<file path="src/rtl/tmr_chan_pkg.sv">
package tmr_chan_pkg;

  typedef enum logic [2:0] {
    OM_HOLD = 3'b000,
    OM_SET  = 3'b001,
    OM_CLR  = 3'b010,
    OM_TGL  = 3'b011,
    OM_LOW  = 3'b100,
    OM_HIGH = 3'b101,
    OM_PWMA = 3'b110,
    OM_PWMB = 3'b111
  } outMode_e;

  // Strobes from control to datapath
  typedef struct packed {
    logic step;      // counter advances this clock
    logic down;      // count direction
    logic chActive;  // channel configured as output
  } ctlStrobe_t;

endpackage

</file>
<file path="src/rtl/tmr_chan_ctl.sv">
module tmr_chan_ctl
  import tmr_chan_pkg::*;
(
  input  logic       clk,
  input  logic       rst_n,
  input  logic       enSet,
  input  logic       enClr,
  input  logic       dirDown,
  input  logic       onePulse,
  input  logic [1:0] chSel,
  input  logic       atLimit,
  output ctlStrobe_t strobe,
  output logic       run
);

  logic periodEnd;
  logic runNext;

  always_comb begin
    periodEnd = run && atLimit;
    runNext   = run;
    if (enClr || (onePulse && periodEnd)) runNext = 1'b0;
    else if (enSet)                       runNext = 1'b1;
  end

  always_ff @(posedge clk or negedge rst_n) begin
    if (!rst_n) run <= 1'b0;
    else        run <= runNext;
  end

  always_comb begin
    strobe.step     = run;
    strobe.down     = dirDown;
    strobe.chActive = |chSel;
  end

  assert_one_pulse_stop_R9: assert property (@(posedge clk) disable iff (!rst_n)
    (run && onePulse && atLimit) |=> !run);

  assert_clear_wins_R3: assert property (@(posedge clk) disable iff (!rst_n)
    enClr |=> !run);

endmodule

</file>
<file path="src/rtl/tmr_chan_dp.sv">
module tmr_chan_dp
  import tmr_chan_pkg::*;
#(
  parameter int CNT_W = 16
)(
  input  logic             clk,
  input  logic             rst_n,
  input  ctlStrobe_t       strobe,
  input  logic [CNT_W-1:0] period,
  input  logic [CNT_W-1:0] chData,
  input  outMode_e         outMode,
  input  logic             fastOut,
  input  logic             polarity,
  input  logic             chEnable,
  output logic [CNT_W-1:0] cntVal,
  output logic             atLimit,
  output logic             rawOut,
  output logic             cmpFlag,
  output logic             pinOut
);

  localparam logic [CNT_W-1:0] CNT_ZERO = '0;
  localparam logic [CNT_W-1:0] CNT_ONE  = CNT_W'(1);

  logic [CNT_W-1:0] cntNext;
  logic [CNT_W-1:0] evalCnt;
  logic             matchHit;
  logic             pwmLevel;
  logic             rawNext;

  // Counter
  always_comb begin
    atLimit = strobe.down ? (cntVal == CNT_ZERO) : (cntVal == period);
    cntNext = cntVal;
    if (strobe.step) begin
      if (atLimit)          cntNext = strobe.down ? period : CNT_ZERO;
      else if (strobe.down) cntNext = cntVal - CNT_ONE;
      else                  cntNext = cntVal + CNT_ONE;
    end
  end

  always_ff @(posedge clk or negedge rst_n) begin
    if (!rst_n) cntVal <= CNT_ZERO;
    else        cntVal <= cntNext;
  end

  // Compare and mode decode
  always_comb begin
    evalCnt  = fastOut ? cntNext : cntVal;
    matchHit = strobe.step && (evalCnt == chData);
    pwmLevel = strobe.down ? (chData >= evalCnt) : (chData > evalCnt);
    case (outMode)
      OM_SET:  rawNext = matchHit ? 1'b1 : rawOut;
      OM_CLR:  rawNext = matchHit ? 1'b0 : rawOut;
      OM_TGL:  rawNext = matchHit ? ~rawOut : rawOut;
      OM_LOW:  rawNext = 1'b0;
      OM_HIGH: rawNext = 1'b1;
      OM_PWMA: rawNext = pwmLevel;
      OM_PWMB: rawNext = ~pwmLevel;
      default: rawNext = rawOut;
    endcase
  end

  always_ff @(posedge clk or negedge rst_n) begin
    if (!rst_n) begin
      rawOut  <= 1'b0;
      cmpFlag <= 1'b0;
    end else begin
      if (strobe.chActive) rawOut <= rawNext;
      cmpFlag <= strobe.step && (cntVal == chData);
    end
  end

  // Output stage
  always_comb begin
    if (chEnable && strobe.chActive) pinOut = rawOut ^ polarity;
    else                             pinOut = polarity;
  end

  assert_up_wrap_R2: assert property (@(posedge clk) disable iff (!rst_n)
    (strobe.step && !strobe.down && cntVal == period) |=> (cntVal == CNT_ZERO));

  assert_down_reload_R2: assert property (@(posedge clk) disable iff (!rst_n)
    (strobe.step && strobe.down && cntVal == CNT_ZERO) |=> (cntVal == $past(period)));

  assert_idle_hold_R2: assert property (@(posedge clk) disable iff (!rst_n)
    !strobe.step |=> $stable(cntVal));

  assert_force_low_R6: assert property (@(posedge clk) disable iff (!rst_n)
    (strobe.chActive && outMode == OM_LOW) |=> !rawOut);

  assert_force_high_R6: assert property (@(posedge clk) disable iff (!rst_n)
    (strobe.chActive && outMode == OM_HIGH) |=> rawOut);

  assert_toggle_R7: assert property (@(posedge clk) disable iff (!rst_n)
    (strobe.chActive && outMode == OM_TGL && !fastOut && strobe.step && cntVal == chData)
      |=> (rawOut != $past(rawOut)));

  assert_sel_off_hold_R11: assert property (@(posedge clk) disable iff (!rst_n)
    !strobe.chActive |=> $stable(rawOut));

endmodule

</file>
<file path="src/rtl/tmr_chan_out.sv">
module tmr_chan_out
  import tmr_chan_pkg::*;
#(
  parameter int CNT_W = 16
)(
  input  logic             clk,
  input  logic             rst_n,
  input  logic             enSet,
  input  logic             enClr,
  input  logic             dirDown,
  input  logic             onePulse,
  input  logic             fastOut,
  input  logic [CNT_W-1:0] period,
  input  logic [CNT_W-1:0] chData,
  input  logic [2:0]       outMode,
  input  logic [1:0]       chSel,
  input  logic             polarity,
  input  logic             chEnable,
  output logic [CNT_W-1:0] cntVal,
  output logic             cntRun,
  output logic             rawOut,
  output logic             cmpFlag,
  output logic             pinOut
);

  ctlStrobe_t strobe;
  logic       atLimit;

  tmr_chan_ctl u_ctl (
    .clk      (clk),
    .rst_n    (rst_n),
    .enSet    (enSet),
    .enClr    (enClr),
    .dirDown  (dirDown),
    .onePulse (onePulse),
    .chSel    (chSel),
    .atLimit  (atLimit),
    .strobe   (strobe),
    .run      (cntRun)
  );

  tmr_chan_dp #(.CNT_W(CNT_W)) u_dp (
    .clk      (clk),
    .rst_n    (rst_n),
    .strobe   (strobe),
    .period   (period),
    .chData   (chData),
    .outMode  (outMode_e'(outMode)),
    .fastOut  (fastOut),
    .polarity (polarity),
    .chEnable (chEnable),
    .cntVal   (cntVal),
    .atLimit  (atLimit),
    .rawOut   (rawOut),
    .cmpFlag  (cmpFlag),
    .pinOut   (pinOut)
  );

endmodule

</file>
<file path="config.mk">
export PLATFORM = sky130hd
export DESIGN_NAME = tmr_chan_out
export DESIGN_NICKNAME = d
export VERILOG_FILES = /design/src/rtl/tmr_chan_pkg.sv /design/src/rtl/tmr_chan_ctl.sv /design/src/rtl/tmr_chan_dp.sv /design/src/rtl/tmr_chan_out.sv
export SDC_FILE = /design/constraint.sdc
export NUM_CORES = 1
export LEC_CHECK = 0
export ABC_CLOCK_PERIOD_IN_PS = 4210
export BUFFER_PORTS_ARGS = -buffer_cell sky130_fd_sc_hd__buf_2
export CORE_MARGIN = 2
export CORE_UTILIZATION = 49
export DETAILED_ROUTE_END_ITERATION = 10
export PLACE_DENSITY = 0.77
export SLEW_MARGIN = 0
export SYNTH_ARGS = -nofsm -noshare
export SYNTH_HDL_FRONTEND = slang
export SYNTH_HIERARCHICAL = 1
export SYNTH_SLANG_ARGS = --single-unit
</file>
<file path="constraint.sdc">
create_clock -name clk -period 4.21 [get_ports clk]
set_clock_uncertainty 0.2 [all_clocks]
set_input_delay 0.421 -clock clk [delete_from_list [all_inputs] [get_ports clk]]
set_output_delay 0.421 -clock clk [all_outputs]
set_load 0.005 [all_outputs]
</file>
# Word-level counts from Yosys, hierarchy flattened
# Cells that the tools add are included.
[totals]
regBits = 19
wordCells = 49
out_inout_bits = 20
[classes]
n_eq_ne = 13
n_mux = 14
addsub = 2
n_reduce_logical = 11
order_cmp = 2
n_bitwise = 3
[op_table]
columns = ["cell", "count"]
rows = [
  ["two-way mux 16 bit", 5],
  ["equality test 16 bit", 3],
  ["adder 16 x 1 -> 16 bit, second input constant", 1],
  [">= comparator 16 bit", 1],
  ["greater-than comparator 16 bit", 1],
  ["zero test 16 bit", 1],
  ["subtractor 16 x 1 -> 16 bit, second input constant", 1],
  ["equality test 3 bit, second input constant", 4],
  ["two-way mux 1 bit", 8],
  ["one-hot mux 1 bit (7 select lines)", 1],
  ["nonzero test 7 bit", 1],
  ["equality test 3 x 2 -> 1 bit, second input constant", 2],
  ["inequality test 2 x 1 -> 1 bit, second input constant", 3],
  ["logical AND 1 bit", 5],
  ["AND reduction 5 bit", 1],
  ["equality test 3 x 1 -> 1 bit, second input constant", 1],
  ["NOT 1 bit", 2],
  ["nonzero test 2 bit", 1],
  ["OR reduction 2 bit", 1],
  ["logical OR 1 bit", 1],
  ["XOR 1 bit", 1],
]

# Logic depth before layout (Yosys ltp)
# Gate-level depths: netlist of run 1.
[depth]
word_depth = 9
depth_mapped = 19

# Hierarchy
# The synthesis of run 1 kept the hierarchy.
[by_module_without_submodules]
columns = ["mod", "area_each_um2", "n_inst", "cells_each", "seq_area_each_um2"]
rows = [
  ["tmr_chan_dp", 2591.2, 1, 333, 450.4],
  ["tmr_chan_ctl", 58.8, 1, 6, 25.0],
]

# Worst setup path before layout of run 1
# No wires, ideal clock.
[synth_path]
kind = "input to register"
from = "input dirDown"
to = "register u_dp.rawOut"
n_path_buf = 2
t_required_ps = 3874
arrival_ps = 3784
path_stages = 19
setup_slack_ps = 90
cell_sequence = "buf_4 > buf_2 > inv_1 > fa_1 > nand2b_1 > a21oi_1 > o22ai_1 > o21ai_0 > xor2_1 > a22oi_1 > a21o_1 > ha_1 > nand4_1 > or4_1 > o211ai_1 > a211o_1 > o22ai_1 > mux2i_1 > o211ai_1"
[synth_between]
elab_chain_cells = 8
elab_cells_between_ends = 17
cone_classes = "order compare: 2; eq/ne: 4; mux: 8; bitwise: 1; reduce/logical: 2"
[synth_rtl]
columns = ["item", "line", "source"]
rows = [
  ["start, declared", "tmr_chan_out.sv:10", "input logic dirDown,"],
  ["two-way mux 16 bit (tied with other cells)", "tmr_chan_dp.sv:37", "else if (strobe.down) cntNext = cntVal - CNT_ONE;"],
  ["two-way mux 16 bit", "tmr_chan_dp.sv:36", "if (atLimit) cntNext = strobe.down ? period : CNT_ZERO;"],
  ["two-way mux 16 bit", "tmr_chan_dp.sv:35", "if (strobe.step) begin"],
  ["two-way mux 16 bit", "tmr_chan_dp.sv:49", "evalCnt = fastOut ? cntNext : cntVal;"],
  ["greater-than comparator 16 bit (tied with other cells)", "tmr_chan_dp.sv:51", "pwmLevel = strobe.down ? (chData >= evalCnt) : (chData > evalCnt);"],
  ["two-way mux 1 bit / logical AND 1 bit (equally long branches)", "tmr_chan_dp.sv:51, tmr_chan_dp.sv:50", ""],
  ["NOT 1 bit / inequality test 2 x 1 -> 1 bit (equally long branches)", "n/a", ""],
  ["one-hot mux 1 bit (7 select lines) / AND reduction 5 bit (equally long branches)", "n/a", ""],
  ["end signal, assigned", "tmr_chan_dp.sv:69", "if (strobe.chActive) rawOut <= rawNext;"],
  ["end, declared", "tmr_chan_dp.sv:17", "output logic rawOut,"],
]
# Parallel ways exist; a longest one is shown, timed or not.
# A chain may end at the register's enable or synchronous reset.

# Worst setup path in the final report of run 1
[layout_path]
from = "register u_dp.cntVal[0]"
to = "register u_dp.rawOut"
[layout_between]
elab_chain_cells = 9
elab_cells_between_ends = 20
cone_classes = "add/sub: 2; order compare: 2; eq/ne: 5; mux: 7; bitwise: 1; reduce/logical: 3"
[layout_rtl]
columns = ["item", "line", "source"]
rows = [
  ["start, declared", "tmr_chan_dp.sv:15", "output logic [CNT_W-1:0] cntVal,"],
  ["start signal, assigned", "tmr_chan_dp.sv:44", "else cntVal <= cntNext;"],
  ["adder 16 x 1 -> 16 bit (tied with other cells)", "tmr_chan_dp.sv:38", "else cntNext = cntVal + CNT_ONE;"],
  ["two-way mux 16 bit / two-way mux 1 bit (equally long branches)", "tmr_chan_dp.sv:37, tmr_chan_dp.sv:33", ""],
  ["two-way mux 16 bit", "tmr_chan_dp.sv:36", ""],
  ["two-way mux 16 bit", "tmr_chan_dp.sv:35", ""],
  ["two-way mux 16 bit (*)", "tmr_chan_dp.sv:49", ""],
  ["greater-than comparator 16 bit (tied with other cells)", "tmr_chan_dp.sv:51", ""],
  ["two-way mux 1 bit / logical AND 1 bit (equally long branches)", "tmr_chan_dp.sv:51, tmr_chan_dp.sv:50", ""],
  ["NOT 1 bit / inequality test 2 x 1 -> 1 bit (equally long branches)", "n/a", ""],
  ["one-hot mux 1 bit (7 select lines) / AND reduction 5 bit (equally long branches)", "n/a", ""],
]
# Every way passes the cells marked *; elsewhere a longest branch is shown, timed or not.

==> out/results.ini, run 1 <==
[placed_design]
dp_slack_ps = -113.9
gp_congestion = 0.9112
dp_cells = 488
dp_hpwl_um = 6751
numPortBuffers = 65
postPlaceCellArea_um2 = 3237

[routing]
viasPerCell = 6.137
wirelength_um = 8570
drc = 0
routedWlPerCell_um = 17.24
vias = 3050
drt_pass1_iterations = 5
ant_nets = 0
drt_iter0_drc = 319

[grt]
gr-usage-all-layers = 0.2758
grt-ovfl-total = 0
met1_usage = 0.3473
grt_max_degree = 38
antenna_found_initial = 0
grt.busiest_layer = met2
grt_pass1_wl_um = 13320
met2_usage = 0.4817
use_met3 = 0.05698
grt_pass1_vias = 2804

[min_path]
min_path_type = primary input to register
holdCritStartpoint = enClr
holdPathStages = 2

[cells_and_area]
multi_input_area_um2 = 2116
area.sequential_um2 = 476.7
drive_above_1_share = 0.2974
post-route-cell-area_um2 = 3383
n_fill_cell = 466
nNetsFinal = 505
finalNonFillerCells = 497
antennaDiodeCount = 0
syn_to_final_growth_pct = 27.67

[setup_path]
cpPeakStageDelay_ps = 570
crit_fanout = 10
cp_slowest_cell = nor3_1
crit_family = simple AND/OR/NAND/NOR gates
critPathLaunch = u_dp/cntVal[0]
critPathBufInv = 1
crit_path_start_kind = register
r2r.worst_path.cells = 14
cp.arrival_ps = 3950
reg2reg_slack_ps = 190
crit_required_ps = 4140
critPathMostFrequentCell = o211ai_1
reg2reg_from = u_dp/cntVal[0]
crit_path_cell_trace = buf_4, nor4_1, nand3_1, nor3_1, a22oi_1, a21o_1, ha_1, nand4_1, or4_4, o211ai_1, a211o_1, o22ai_1, mux2i_1, o211ai_1
cp.depth = 14
critPathKind = register to register
crit_path_end_kind = register

[logic_synthesis]
ys_warn_count = 6
synth_top_area_cell = dfrtp_1
async_flop_share = 1.000
synth_edf_count = 0
syn_area_um2 = 2650
yosysTopAreaCellShare = 0.1794
syn_nets = 416
synthCells = 339
syn_area_per_cell_um2 = 7.817
yosys-top-cells-area = dfrtp_1 18%, ha_1 14%, xnor2_1 7.3%, a21oi_1 6.6%, xor2_1 6.3%
ys.flop_type = dfrtp_1
ys_seq_area_frac = 0.1794
synthDistinctLibCells = 56
ys_ff_latch = 19

[sta]
tns_ps = 0
final.min_clock_period_ps = 4024
setup_viol = 0
fmax_ghz = 0.2485
drv_slew = 0
fin_ws_ps = 186.2
hold_viol = 0
whs_ps = 116.2
tightest_slew_ps = 662.7
finalCritPeriodShare = 0.9558
relSlewSlack = 0.5582

[clocking]
cts_buffer_depth = 2
clkSlewWorstSetupHoldPaths_ps = 80
clkLatencyLatePin_ps = 260
cts_tree = built
cts_max_level = 1
clock-root-buffer = clkbuf_8
cts_buffers = 3
cts.sinks = 19

[power]
power.density_nw_per_um2 = 673.5
peakVddDrop_mv = 0.3806
p_leak_nw = 1.589

[job]
cap_viol_max_count = 0

[floorplan]
initial_core_util = 0.5123
core-area_um2 = 5172
die_w_um = 77.54
io_pins = 66
num_rows = 26
die_h_um = 77.54
die_area_um2 = 6012

[status]
status = complete, no violations

## layout make-up
type,instances,share of cell area
clock inverters,1,0.001479
flip-flops and latches,19,0.1409
inverters,9,0.009985
well taps,70,0.02589
multi-input cells,294,0.6254
clock buffers,3,0.01220
repair buffers,101,0.1842
## cells by family (layout without fill, tap and decap cells)
family | Yosys count | count (layout) | synth area share
AO/OA/AOI/OAI | 112 | 112 | 0.2871
XOR/XNOR | 41 | 41 | 0.1355
adder cells (fa/ha/maj) | 31 | 31 | 0.1492
buffers and inverters | 26 | 114 | 0.04438
flip-flops | 19 | 19 | 0.1794
multiplexers | 4 | 4 | 0.01558
AND/OR/NAND/NOR | 106 | 106 | 0.1889
## synthesized netlist by cell type, drive strengths merged (8+ instances only)
| library cell | instances |
|---|---|
| ha | 30 |
| a21oi | 36 |
| inv | 9 |
| a22oi | 10 |
| nand3 | 8 |
| clkbuf | 11 |
| xor2 | 19 |
| xnor2 | 22 |
| nor2 | 44 |
| a21o | 12 |
| o21ai | 14 |
| nand2 | 18 |
| dfrtp | 19 |
| nand4 | 12 |
## path summary, 6_finish.rpt
kind                             endpoint
max                           u_dp/rawOut
min                             u_ctl/run
max reg2reg                   u_dp/rawOut
min reg2reg                   u_dp/rawOut
max in group asynchronous  u_dp/cntVal[9]
min in group asynchronous  u_dp/cntVal[1]
## report_power, final
group	internal (mW)	leakage, nW	switching (mW)
Combinational	0.830	1.35	0.912
Sequential	0.259	0.215	0.145
Clock	0.0659	0.0255	0.0671
## through the flow
| step | utilization | power, mW |
|---|---|---|
| 2_1_floorplan | - | 1.459 |
| 3_3_place_gp | 0.6258 | 1.992 |
| 3_5_place_dp | 0.6258 | 2.035 |
| 4_1_cts | 0.6367 | 2.178 |
| 5_1_grt | 0.6541 | 2.460 |
| 6_report | 0.6541 | 2.279 |
## what timing repair did
item | in CTS | in global routing
endpoints found under the hold margin | 19 | 0
hold buffers | 1 | 0
setup buffers | 0 | 4
setup endpoints to repair | 0 | 1
gates resized for setup | 0 | 16
## worst reg2reg max path: cells and delay by family (launching register included)
| family | cells | cell delay, ps |
|---|---|---|
| adder cells (fa/ha/maj) | 1 | 290 |
| flip-flops | 1 | 400 |
| AO/OA/AOI/OAI | 6 | 890 |
| multiplexers | 1 | 150 |
| AND/OR/NAND/NOR | 5 | 1770 |
| buffers and inverters | 1 | 190 |
## sequential cells by signal, summed over array words and instances (netlist names)
register and count:
u_dp/cntVal 16, u_ctl/run 1, u_dp/cmpFlag 1, u_dp/rawOut 1
## cell usage in the layout, fill, tap and decap left out, types with 3 or more instances in the layout
master / count
a21oi_1: 34
buf_2: 65
nand4_1: 12
nor4_1: 6
nor2_1: 41
xor2_1: 19
a21o_2: 3
buf_4: 33
a31oi_1: 4
dfrtp_1: 18
a22oi_1: 9
o211ai_1: 5
nand2b_1: 4
o21a_1: 6
o21ai_0: 12
xnor2_1: 21
a21o_1: 9
clkbuf_8: 3
nand3_1: 8
nor2_2: 3
nor2b_1: 3
mux2i_1: 3
ha_1: 30
inv_1: 8
nor3_1: 3
nand2_1: 18
## per-layer routing
metal,vias up,part of all wire
met5,-,0
met4,0,0.011
met3,11,0.089
met2,160,0.49
met1,1435,0.41
li1,1444,-
No activity file was read; power rests on OpenSTA's default activity.
==> run 2, diff against run 1 <==
PLACE_DENSITY = unset   (was 0.77)
PLACE_DENSITY_LB_ADDON = 0.05   (was unset)
RECOVER_POWER = 100   (was unset)
REMOVE_ABC_BUFFERS = 1   (was unset)
==> run 2 against run 1 <==
Non-clock buffer count is 3 higher. Sequential share of layout area is 0.14 points higher. First-iteration DRC count fell by 39%. Hold slack lost 27 ps. Final cell count up 0.60%. Fmax down 0.93%. Global-route usage increased by 0.45 points. Critical path depth grew 5. Die area unchanged. Cell area shrank 0.70%. Clock power barely moved. Register-to-register slack got worse by 30 ps. Critical path type is now primary input to register. Highest routed layer unchanged.
==> out/results.ini, run 2 (synthesis results as in run 1) <==
[status]
status = complete, no violations

[job]
cap_viol_max_count = 0  ; unchanged

[routing]
drt_pass1_iterations = 5  ; unchanged
drt_iter0_drc = 195  ; -39%
routedWlPerCell_um = 16.97  ; -1.6%
viasPerCell = 5.868  ; -4.4%
drc = 0  ; unchanged
vias = 2934  ; -3.8%
wirelength_um = 8483  ; -1.0%
ant_nets = 0  ; unchanged

[sta]
tns_ps = 0  ; unchanged
drv_slew = 0  ; unchanged
setup_viol = 0  ; unchanged
fmax_ghz = 0.2462  ; -0.93%
fin_ws_ps = 148.5  ; -37.61 ps
final.min_clock_period_ps = 4061  ; +37.61 ps
relSlewSlack = 0.2404  ; -0.3178
finalCritPeriodShare = 0.9647  ; +0.008935
tightest_slew_ps = 1139  ; +476.7 ps
hold_viol = 0  ; unchanged

[cells_and_area]
drive_above_1_share = 0.2907  ; -0.006726
area.sequential_um2 = 478.0  ; +0.26%
post-route-cell-area_um2 = 3359  ; -0.70%
regMostFlops = u_dp/cntVal
final_common_cell = buf_2
n_fill_cell = 482  ; +3.4%
largest_reg_flops = 16  ; unchanged
nNetsFinal = 508  ; +0.59%
syn_to_final_growth_pct = 26.77
multi_input_area_um2 = 2112  ; -0.18%
final_cell_mix = 62 x buf_2, 41 x nor2_1, 34 x a21oi_1
antennaDiodeCount = 0  ; unchanged

[clocking]
cts.sinks = 19  ; unchanged
clkLatencyLatePin_ps = 270  ; about the same
clkSlewWorstSetupHoldPaths_ps = 90  ; about the same
cts_tree = built
cts_buffer_depth = 2  ; unchanged
cts_buffers = 3  ; unchanged
cts_max_level = 1  ; unchanged
clock-root-buffer = clkbuf_8

[power]
pwr-share-comb = 0.763  ; -0.002
internal_power_mw = 1.160  ; +0.43%
switching_power_mw = 1.111  ; -1.1%
pwr-share-seq = 0.177  ; about the same
peakVddDrop_mv = 0.3960  ; +4.0%
power.density_nw_per_um2 = 676.0  ; +0.37%
p_total_mw = 2.271  ; -0.34%
pwr-share-clk = 0.059  ; about the same
p_leak_nw = 1.560  ; -1.9%
sw_frac_of_total = 0.4893  ; -0.003924

[setup_path]
crit_fanout = 9  ; -1
crit_path_end_kind = register
crit_path_start_kind = primary input
cp.arrival_ps = 3990  ; +40 ps
reg2reg_from = u_dp/cntVal[1]
critPathLaunch = dirDown
critPathKind = primary input to register
crit_required_ps = 4140  ; about the same

[grt]
gr-usage-all-layers = 0.2803  ; +0.004494
grt_max_degree = 38  ; unchanged
grt_pass1_wl_um = 13300  ; -0.16%
grt_pass1_vias = 2689  ; -4.1%
grt-ovfl-total = 0  ; unchanged
antenna_found_initial = 0  ; unchanged

[floorplan]
core-area_um2 = 5172  ; unchanged
initial_core_util = 0.5123  ; unchanged
io_pins = 66  ; unchanged
num_rows = 26  ; unchanged
die_area_um2 = 6012  ; unchanged
die_h_um = 77.54  ; unchanged
die_w_um = 77.54  ; unchanged

[min_path]
holdCritStartpoint = enClr
min_path_type = primary input to register

[placed_design]
dp_slack_ps = -132.0  ; -18.08 ps
gp_congestion = 0.9480  ; +4.0%
postPlaceCellArea_um2 = 3249  ; +0.39%
numPortBuffers = 65  ; unchanged
dp_hpwl_um = 6788  ; +0.54%

## run 2: cell type report
cell class | count | share of cell area
tap | 70 | 0.02607
clock buffer | 3 | 0.01229
multi-input combinational | 294 | 0.6287
timing repair buffer | 104 | 0.1791
clock inverter | 1 | 0.001490
inverter | 9 | 0.01006
sequential | 19 | 0.1423
## run 2: worst paths after layout
path                                   to  slack [ps]  cells after the start
hold / removal                  u_ctl/run          90                      2
hold reg to reg               u_dp/rawOut         360                      2
min in group asynchronous  u_dp/cntVal[3]         690                      2
max in group asynchronous  u_dp/cntVal[9]        2340                      2
setup / recovery              u_dp/rawOut         150                     19
setup reg to reg              u_dp/rawOut         160                     16
## run 2: power groups by stage
stage	Sequential [mW]	Combinational, mW	Clock [mW]
floorplan	0.406	1.04	0
global placement	0.404	1.64	0
detailed placement	0.406	1.66	0
CTS	0.401	1.67	0.136
global route	0.416	1.91	0.142
finish	0.403	1.73	0.135
## run 2: what timing repair did
action,4_1_cts,5_1_grt
setup buffers,0,2
endpoints found under the setup margin,1,1
gates resized for setup,0,15
endpoints found under the hold margin,19,0
pin swaps,1,8
hold buffers,1,0
## run 2: critical path, stage by stage
cell      delay [ps]
buf_2            180
buf_4            180
buf_4            170
ha_1             350
buf_4            170
o21ai_0          140
o21ai_1          110
o21ai_0          170
o311a_1          190
a22oi_1          100
a21o_1           230
ha_1             290
nand4_1          140
or4_4            570
o211ai_1         110
a211o_1          120
o22ai_1           80
mux2i_1          150
o211ai_1         110
## run 2: metal layers
metal,GRT usage,part of all wire
met1,0.3742,0.43
met2,0.4957,0.49
met3,0.03023,0.063
met4,0.04464,0.013
met5,0,0
## run 2: per-stage QoR
step | std cells | utilization | hold slack (ps)
finish | 500 | 0.6495 | 88.96
global route | 500 | 0.6495 | 97.45
CTS | 498 | 0.6391 | 87.60
detailed placement | 493 | 0.6282 | 201.1
global placement | 493 | 0.6282 | 191.6
floorplan | 322 | - | -74.59
